`src/rtl/synth_cfg_pkg.sv`:
```
package synth_cfg_pkg;
  localparam int WORD_W = 22;
  localparam int CTRL_W = 2;
  localparam int R_W    = 14;
  localparam int A_W    = 6;
  localparam int B_W    = 11;

  typedef enum logic [CTRL_W-1:0] {
    DST_CH2_REF = 2'b00,
    DST_CH2_AB  = 2'b01,
    DST_CH1_REF = 2'b10,
    DST_CH1_AB  = 2'b11
  } dest_e;

  typedef struct packed {
    logic           cp_cur;
    logic           cp_tri;
    logic           pd_pol;
    logic [R_W-1:0] rdiv;
  } ref_cfg_t;

  typedef struct packed {
    logic           pwr_dn;
    logic           pre_sel;
    logic [B_W-1:0] bdiv;
    logic [A_W-1:0] adiv;
  } ab_cfg_t;

  localparam int REF_W = $bits(ref_cfg_t);
  localparam int AB_W  = $bits(ab_cfg_t);
endpackage

```
`src/rtl/cfg_bit_sync.sv`:
```
module cfg_bit_sync #(
  parameter int WIDTH  = 3,
  parameter int STAGES = 2
) (
  input  logic             clk,
  input  logic             rst_n,
  input  logic [WIDTH-1:0] d,
  output logic [WIDTH-1:0] q
);
  logic [WIDTH-1:0] stage_q [STAGES];

  for (genvar s = 0; s < STAGES; s++) begin : g_stage
    always_ff @(posedge clk or negedge rst_n) begin
      if (!rst_n) begin
        stage_q[s] <= '0;
      end else if (s == 0) begin
        stage_q[s] <= d;
      end else begin
        stage_q[s] <= stage_q[(s == 0) ? 0 : s-1];
      end
    end
  end

  assign q = stage_q[STAGES-1];
endmodule

```
`src/rtl/cfg_shifter.sv`:
```
module cfg_shifter
  import synth_cfg_pkg::*;
(
  input  logic              clk,
  input  logic              rst_n,
  input  logic              shift_en,
  input  logic              din,
  output logic [WORD_W-1:0] word
);
  logic [WORD_W-1:0] sr_q, sr_d;

  always_comb begin
    sr_d = sr_q;
    if (shift_en) sr_d = {sr_q[WORD_W-2:0], din};
  end

  always_ff @(posedge clk or negedge rst_n) begin
    if (!rst_n) sr_q <= '0;
    else        sr_q <= sr_d;
  end

  assign word = sr_q;

  // a detected edge moves the word up by one and takes the new bit at the bottom
  p_shift_msb_first_r1: assert property (@(posedge clk) disable iff (!rst_n)
    shift_en |=> (sr_q[WORD_W-1:1] == $past(sr_q[WORD_W-2:0])) && (sr_q[0] == $past(din)));

  // no edge, no movement
  p_shift_idle_r1: assert property (@(posedge clk) disable iff (!rst_n)
    !shift_en |=> $stable(sr_q));
endmodule

```
`src/rtl/cfg_latches.sv`:
```
module cfg_latches
  import synth_cfg_pkg::*;
(
  input  logic              clk,
  input  logic              rst_n,
  input  logic              load,
  input  logic [WORD_W-1:0] word,
  output ref_cfg_t          ch1_ref,
  output ref_cfg_t          ch2_ref,
  output ab_cfg_t           ch1_ab,
  output ab_cfg_t           ch2_ab
);
  localparam int NCH   = 2;
  localparam int NDEST = 1 << CTRL_W;

  dest_e            dest;
  logic [NDEST-1:0] sel;
  ref_cfg_t         ref_q [NCH];
  ref_cfg_t         ref_d [NCH];
  ab_cfg_t          ab_q  [NCH];
  ab_cfg_t          ab_d  [NCH];

  assign dest = dest_e'(word[CTRL_W-1:0]);

  always_comb begin
    sel = '0;
    if (load) sel[dest] = 1'b1;
  end

  // channel index 0 is channel 1 (codes 1x), index 1 is channel 2 (codes 0x)
  for (genvar c = 0; c < NCH; c++) begin : g_ch
    localparam int REF_BIT = 2 - 2*c;
    localparam int AB_BIT  = 3 - 2*c;

    always_comb begin
      ref_d[c] = ref_q[c];
      ab_d[c]  = ab_q[c];
      if (sel[REF_BIT]) ref_d[c] = ref_cfg_t'(word[CTRL_W +: REF_W]);
      if (sel[AB_BIT])  ab_d[c]  = ab_cfg_t'(word[CTRL_W +: AB_W]);
    end

    always_ff @(posedge clk or negedge rst_n) begin
      if (!rst_n) begin
        ref_q[c] <= '0;
        ab_q[c]  <= '0;
      end else begin
        ref_q[c] <= ref_d[c];
        ab_q[c]  <= ab_d[c];
      end
    end

    // divider latch captures the word slice when addressed
    p_ref_capture_r3: assert property (@(posedge clk) disable iff (!rst_n)
      (load && word[1:0] == 2'(REF_BIT)) |=> ref_q[c] == $past(word[CTRL_W +: REF_W]));

    // counter latch captures the word slice when addressed
    p_ab_capture_r4: assert property (@(posedge clk) disable iff (!rst_n)
      (load && word[1:0] == 2'(AB_BIT)) |=> ab_q[c] == $past(word[CTRL_W +: AB_W]));

    // an unaddressed latch holds
    p_ref_hold_r5: assert property (@(posedge clk) disable iff (!rst_n)
      !(load && word[1:0] == 2'(REF_BIT)) |=> $stable(ref_q[c]));
    p_ab_hold_r5: assert property (@(posedge clk) disable iff (!rst_n)
      !(load && word[1:0] == 2'(AB_BIT)) |=> $stable(ab_q[c]));
  end

  // at most one destination per load
  p_one_dest_r2: assert property (@(posedge clk) disable iff (!rst_n) $onehot0(sel));

  assign ch1_ref = ref_q[0];
  assign ch2_ref = ref_q[1];
  assign ch1_ab  = ab_q[0];
  assign ch2_ab  = ab_q[1];
endmodule

```
`src/rtl/synth_cfg_port.sv`:
```
module synth_cfg_port
  import synth_cfg_pkg::*;
#(
  parameter int SYNC_STAGES = 2
) (
  input  logic           clk,
  input  logic           rst_n,
  input  logic           ser_clk,
  input  logic           ser_data,
  input  logic           ser_le,
  output logic [R_W-1:0] ch1_rdiv,
  output logic           ch1_pd_pol,
  output logic           ch1_cp_tri,
  output logic           ch1_cp_cur,
  output logic [A_W-1:0] ch1_adiv,
  output logic [B_W-1:0] ch1_bdiv,
  output logic           ch1_pre_sel,
  output logic           ch1_pwr_dn,
  output logic [R_W-1:0] ch2_rdiv,
  output logic           ch2_pd_pol,
  output logic           ch2_cp_tri,
  output logic           ch2_cp_cur,
  output logic [A_W-1:0] ch2_adiv,
  output logic [B_W-1:0] ch2_bdiv,
  output logic           ch2_pre_sel,
  output logic           ch2_pwr_dn
);
  logic [1:0]        rst_ff;
  logic              rst_n_s;
  logic [2:0]        pins_s;
  logic              sclk_s, sdat_s, le_s;
  logic              sclk_prev, le_prev;
  logic              sclk_rise, le_rise;
  logic [WORD_W-1:0] word;
  ref_cfg_t          ch1_ref, ch2_ref;
  ab_cfg_t           ch1_ab, ch2_ab;

  // reset: asserted asynchronously, released on the clock
  always_ff @(posedge clk or negedge rst_n) begin
    if (!rst_n) rst_ff <= 2'b00;
    else        rst_ff <= {rst_ff[0], 1'b1};
  end
  assign rst_n_s = rst_ff[1];

  cfg_bit_sync #(.WIDTH(3), .STAGES(SYNC_STAGES)) i_sync (
    .clk   (clk),
    .rst_n (rst_n_s),
    .d     ({ser_le, ser_data, ser_clk}),
    .q     (pins_s)
  );
  assign {le_s, sdat_s, sclk_s} = pins_s;

  always_ff @(posedge clk or negedge rst_n_s) begin
    if (!rst_n_s) begin
      sclk_prev <= 1'b0;
      le_prev   <= 1'b0;
    end else begin
      sclk_prev <= sclk_s;
      le_prev   <= le_s;
    end
  end

  assign sclk_rise = sclk_s & ~sclk_prev;
  assign le_rise   = le_s & ~le_prev;

  cfg_shifter i_shift (
    .clk      (clk),
    .rst_n    (rst_n_s),
    .shift_en (sclk_rise),
    .din      (sdat_s),
    .word     (word)
  );

  cfg_latches i_latch (
    .clk     (clk),
    .rst_n   (rst_n_s),
    .load    (le_rise),
    .word    (word),
    .ch1_ref (ch1_ref),
    .ch2_ref (ch2_ref),
    .ch1_ab  (ch1_ab),
    .ch2_ab  (ch2_ab)
  );

  // a load is a single cycle event per strobe rise
  p_load_single_r7: assert property (@(posedge clk) disable iff (!rst_n_s)
    le_rise |=> !le_rise);

  assign ch1_rdiv    = ch1_ref.rdiv;
  assign ch1_pd_pol  = ch1_ref.pd_pol;
  assign ch1_cp_tri  = ch1_ref.cp_tri;
  assign ch1_cp_cur  = ch1_ref.cp_cur;
  assign ch1_adiv    = ch1_ab.adiv;
  assign ch1_bdiv    = ch1_ab.bdiv;
  assign ch1_pre_sel = ch1_ab.pre_sel;
  assign ch1_pwr_dn  = ch1_ab.pwr_dn;
  assign ch2_rdiv    = ch2_ref.rdiv;
  assign ch2_pd_pol  = ch2_ref.pd_pol;
  assign ch2_cp_tri  = ch2_ref.cp_tri;
  assign ch2_cp_cur  = ch2_ref.cp_cur;
  assign ch2_adiv    = ch2_ab.adiv;
  assign ch2_bdiv    = ch2_ab.bdiv;
  assign ch2_pre_sel = ch2_ab.pre_sel;
  assign ch2_pwr_dn  = ch2_ab.pwr_dn;
endmodule

```
`config.mk`:
```
export PLATFORM = sky130hd
export DESIGN_NAME = synth_cfg_port
export DESIGN_NICKNAME = d
export VERILOG_FILES = /design/src/rtl/synth_cfg_pkg.sv /design/src/rtl/cfg_bit_sync.sv /design/src/rtl/cfg_shifter.sv /design/src/rtl/cfg_latches.sv /design/src/rtl/synth_cfg_port.sv
export SDC_FILE = /design/constraint.sdc
export NUM_CORES = 1
export LEC_CHECK = 0
export ABC_AREA = 1
export BUFFER_PORTS_ARGS = -buffer_cell sky130_fd_sc_hd__buf_2
export CAP_MARGIN = 20
export CORE_ASPECT_RATIO = 0.6
export CORE_MARGIN = 3
export CORE_UTILIZATION = 49
export CTS_CLUSTER_SIZE = 8
export DETAILED_ROUTE_END_ITERATION = 8
export PLACE_DENSITY = 0.85
export SYNTH_ARGS = -nofsm -noshare
export SYNTH_HDL_FRONTEND = slang
export SYNTH_SLANG_ARGS = --single-unit
```
`constraint.sdc`:
```
create_clock -name clk -period 3.2 [get_ports clk]
set_clock_uncertainty 0.2 [all_clocks]
set_input_delay 0.16 -clock clk [delete_from_list [all_inputs] [get_ports clk]]
set_output_delay 0.16 -clock clk [all_outputs]
set_load 0.03 [all_outputs]
```
==> Word level (Yosys, flattened, before mapping) <==
Cells that the tools add are included.
{ "word_totals": {"regBits": 103, "in_bits": 5, "output_inout_bits": 72, "elab_cells": 32} }
{ "classes": {"order_cmp": 2, "n_mux": 3, "bitwise_logic": 4, "reduce_logical": 1} }
{ "op_table": {"columns": ["operator", "count"], "rows": [
  ["4-bit two-way mux", 1],
  ["2-bit by 3-bit < comparator with 1-bit output, second input constant", 1],
  ["1-bit bitwise AND", 2],
  ["1-bit demux with 2-bit select", 1],
  ["2-bit by 1-bit >= comparator with 1-bit output, second input constant", 1],
  ["1-bit NOT", 2],
  ["1-bit logical AND", 1],
  ["1-bit two-way mux", 1]
]} }

==> Logic depth before layout (Yosys ltp) <==
{ "depth": {"ltp_word": 5, "ltp_mapped": 7} }

==> Modules after synthesis <==
A second synthesis with hierarchy kept.
{ "unflattened": {"cells_unflattened": 432, "area_unflattened_um2": 4100.2} }
{ "by_module_without_submodules": {"columns": ["mod", "n_inst", "cells_per_inst", "area_per_inst_um2"], "rows": [
  ["cfg_latches", 1, 321, 2964.1],
  ["cfg_shifter", 1, 93, 839.6],
  ["cfg_bit_sync", 1, 9, 172.7],
  ["synth_cfg_port", 1, 9, 123.9]
]} }

==> Least setup slack after synthesis <==
Ideal clock, no wire load.
{ "synth_path": {"path_kind": "reg2reg", "from": "register i_shift.sr_q[0], in the netlist i_shift.word[0]", "to": "register i_latch.ref_q (netlist bit i_latch.ch2_ref[10])", "setup_ns": 0.118, "arrival_ns": 1.075, "required_ns": 2.882, "setup_slack_ns": 1.807, "path_stages_with_launch": 6, "n_path_buf": 1, "period_less_slack_ns": 1.393, "path_cell_list": "dfrtp_1 > nor2_2 > nand2_2 > buf_6 > nand2_1 > nand2_1"} }
{ "synth_between": {"elab_chain_len": 5, "elab_cells_between_ends": 6, "cone_classes": "order compare: 2; mux: 3; reduce/logical: 1"} }
{ "synth_rtl": {"columns": ["item", "line_no", "rtl"], "rows": [
  ["start, declared", "cfg_shifter.sv:10", "logic [WORD_W-1:0] sr_q, sr_d;"],
  ["start signal, assigned", "cfg_shifter.sv:19", "else sr_q <= sr_d;"],
  ["2-bit by 3-bit < comparator with 1-bit output (implied by the code) / 2-bit by 1-bit >= comparator with 1-bit output (equally long branches)", "cfg_latches.sv:27", "if (load) sel[dest] = 1'b1;"],
  ["1-bit logical AND (implied by the code)", "cfg_latches.sv:27", null],
  ["1-bit two-way mux (implied by the code)", "cfg_latches.sv:27", null],
  ["1-bit demux with 2-bit select *", null, null],
  ["4-bit two-way mux *", "cfg_latches.sv:27", null],
  ["end signal, assigned by index", "cfg_latches.sv:47", "ref_q[c] <= ref_d[c];"],
  ["end, declared", "cfg_latches.sv:18", "ref_cfg_t ref_q [NCH];"]
]} }
Every way passes the cells marked *; elsewhere a longest branch is shown, timed or not.
A chain may end at the register's enable or synchronous reset.

==> Worst setup path in the final report <==
{ "layout_path": {"from": "register i_sync.stage_q (netlist bit i_sync.q[2])", "to": "register i_latch.ab_q (netlist bit i_latch.ch1_ab[18])"} }
{ "layout_between": {"elab_chain_len": 2} }
{ "layout_rtl": {"columns": ["item", "line_no", "rtl"], "rows": [
  ["start, declared", "cfg_bit_sync.sv:10", "logic [WIDTH-1:0] stage_q [STAGES];"],
  ["start signal, assigned by index", "cfg_bit_sync.sv:19", "stage_q[s] <= stage_q[(s == 0) ? 0 : s-1];"],
  ["1-bit bitwise AND", "synth_cfg_port.sv:64", "assign le_rise = le_s & ~le_prev;"],
  ["4-bit two-way mux", "cfg_latches.sv:27", null],
  ["end signal, assigned by index", "cfg_latches.sv:48", "ab_q[c] <= ab_d[c];"],
  ["end, declared", "cfg_latches.sv:20", "ab_cfg_t ab_q [NCH];"]
]} }
Every way passes these cells.

==> impl_metrics.json <==
{
  "status": "complete, no violations",
  "gp_congestion": 0.863,
  "clk_pin_slew_ps": 60,
  "numCtsBuffers": 9,
  "fin_util_pct": 62.2,
  "antenna_found_initial": 0,
  "syn_to_final_growth_pct": 18.6,
  "preCtsSetupSlack_ps": 1200,
  "synth_area_leaders": "dfrtp_1, nand2_1, nand3_1",
  "fin_tns_setup_ps": 0,
  "wirelength_mm": 9.33,
  "final_cells": 601,
  "rsz0062_at_grt": "no",
  "fin_crit_sh_pct": 63.0,
  "rows": 24,
  "final_nets": 497,
  "grt.total_usage_pct": 22.1,
  "worstSetupPathType": "reg -> reg",
  "io_buffer_count": 76,
  "die_h_um": 75.5,
  "vias_per_cell": 5.27,
  "peakVddDrop_uv": 427,
  "post_cts_buffers": 0,
  "initial_core_util_pct": 52.4,
  "cp.required_ps": 3240,
  "yosys_warnings": 0,
  "clockRootBuffer": "clkbuf_16",
  "synth.avg_cell_area_um2": 9.50,
  "maxCapViolCount": 0,
  "finalSetupViolCount": 0,
  "fmax_mhz": 496,
  "cts_tree": "built",
  "htree_num_levels": 3,
  "die-width_um": 122,
  "drv_slew": 0,
  "cts.sinks": 103,
  "p_per_area_nw_per_um2": 892,
  "dp_cells": 580,
  "r2r_setup_slack_ps": 1180,
  "worstMarginPinSlew_ps": 803,
  "crit_path_end_kind": "flop",
  "final_hold_viol_count": 0,
  "holdWs_ps": 122,
  "arrival_ps": 2050,
  "n_antenna_cell": 0,
  "drc": 0,
  "fin_crit_ps": 2020,
  "ys_ff_latch": 103,
  "cp-start-kind": "flop",
  "ioPinCount": 77,
  "drt-initial-drc-count": 542,
  "hold_path_class": "reg -> async",
  "yosysSeqAreaShare_pct": 65.3,
  "grt.overflow.total": 0,
  "grt_pass1_vias": 2888,
  "fin_ws_ps": 1180,
  "grt_pass1_wl_mm": 15.2,
  "maxSlewHeadroom_pct": 46.3,
  "leakagePower_nw": 2.72,
  "dr.pass1.iters": 4,
  "syn-cell-area_um2": 3950,
  "ys_types": 19,
  "drive_gt1_share_pct": 20.3,
  "synthesis.nets": 421,
  "cp_max_fo": 30,
  "via_count": 3166,
  "ctsLongestPathBuffers": 2,
  "ant_nets": 0,
  "die_area_um2": 9210,
  "synth_top_area_cell": "dfrtp_1",
  "postSynthCellCount": 416,
  "wl_per_cell_um": 15.5,
  "core-area_um2": 7540,
  "insertion_delay_ps": 350,
  "grt_max_degree": 44,
  "netlist.area_leader.share_pct": 65.3,
  "hpwl_mm": 6.53
}
[stage by stage]
step                      area, µm²  power, mW
final                          4680       4.18
after global routing           4680       4.40
after CTS                      4680       4.20
after detailed placement       4360       3.15
after global placement         4360       3.11
after floorplan                3950       2.72
[sequential cells by signal, summed over array words and instances (netlist names)]
signal	count
i_sync.q	3
i_latch.ch1_ref	17
sclk_prev	1
i_latch.ch2_ref	17
i_shift.word	21
i_sync.stage_q	3
i_latch.ch1_ab	19
rst_ff	2
le_prev	1
i_latch.ch2_ab	19
[final cells by class]
| cell class | instances | area (µm²) |
|---|---|---|
| Fill cell | 612 | 2850 |
| Sequential cell | 103 | 2580 |
| Multi-Input combinational cell | 285 | 1200 |
| Timing Repair Buffer | 85 | 460 |
| Clock buffer | 15 | 248 |
| Tap cell | 104 | 130 |
| Clock inverter | 1 | 30.0 |
| Inverter | 8 | 30.0 |
[cells in the mapped netlist (all sizes together)]
cell,number
clkbuf,4
nor2,8
buf,16
dfrtp,103
o21ai,4
nand2,202
nand3,67
a21oi,3
conb,1
inv,8
[per-layer routing]
metal  track usage [%]  up-vias  part of all wire [%]
met1              33.6     1538                    47
li1                  -     1468                     -
met2              31.0      148                    41
met4              6.34        0                   1.2
met5                 0        -                     0
met3              6.45       12                    10
[cell usage in the layout (no fill, tap or decap), drive strengths merged]
master       count
inv              8
nand2          202
nor2             8
dlygate4sd3      5
buf             80
bufinv           1
conb             1
o21ai            4
a21oi            3
dfrtp          103
nand3           67
clkbuf          15
[cells by family (layout without fill, tap and decap cells)]
| group | count (synthesis) | in the layout | share of synthesized area, % |
|---|---|---|---|
| other | 1 | 1 | 0.0949 |
| AO/OA/AOI/OAI | 7 | 7 | 0.887 |
| AND/OR/NAND/NOR | 277 | 277 | 29.4 |
| flip-flops | 103 | 103 | 65.3 |
| buffers and inverters | 28 | 109 | 4.37 |
[path summary, 6_finish.rpt]
check | startpoint | to | depth (start not counted)
max in group asynchronous | rst_ff[1] | i_latch.ch2_ab[7] | 1
min reg2reg | rst_ff[1] | i_sync.stage_q[5] | 0
max | i_sync.q[2] | i_latch.ch1_ab[18] | 5
max reg2reg | i_sync.q[2] | i_latch.ch1_ab[18] | 5
min in group clk | i_sync.stage_q[4] | i_sync.q[1] | 0
min | rst_ff[1] | i_sync.stage_q[5] | 0
[critical path, stage by stage (launching register included)]
cell and delay (ps):
dfrtp_1 420, inv_1 100, nor2_4 520, nand2_2 420
nand2_1 170, nand2_1 70
[report_power, final]
group	switching (mW)	internal [mW]
combinational	0.896	0.326
clock	0.436	0.608
sequential	0.289	1.62
total	1.62	2.56
[repair_timing]
| item | in CTS | in global routing |
|---|---|---|
| hold endpoints to repair | 5 | 0 |
| resized for setup | 0 | 0 |
| hold buffers | 5 | 0 |
Note: power is estimated with default switching activity, not from simulation.
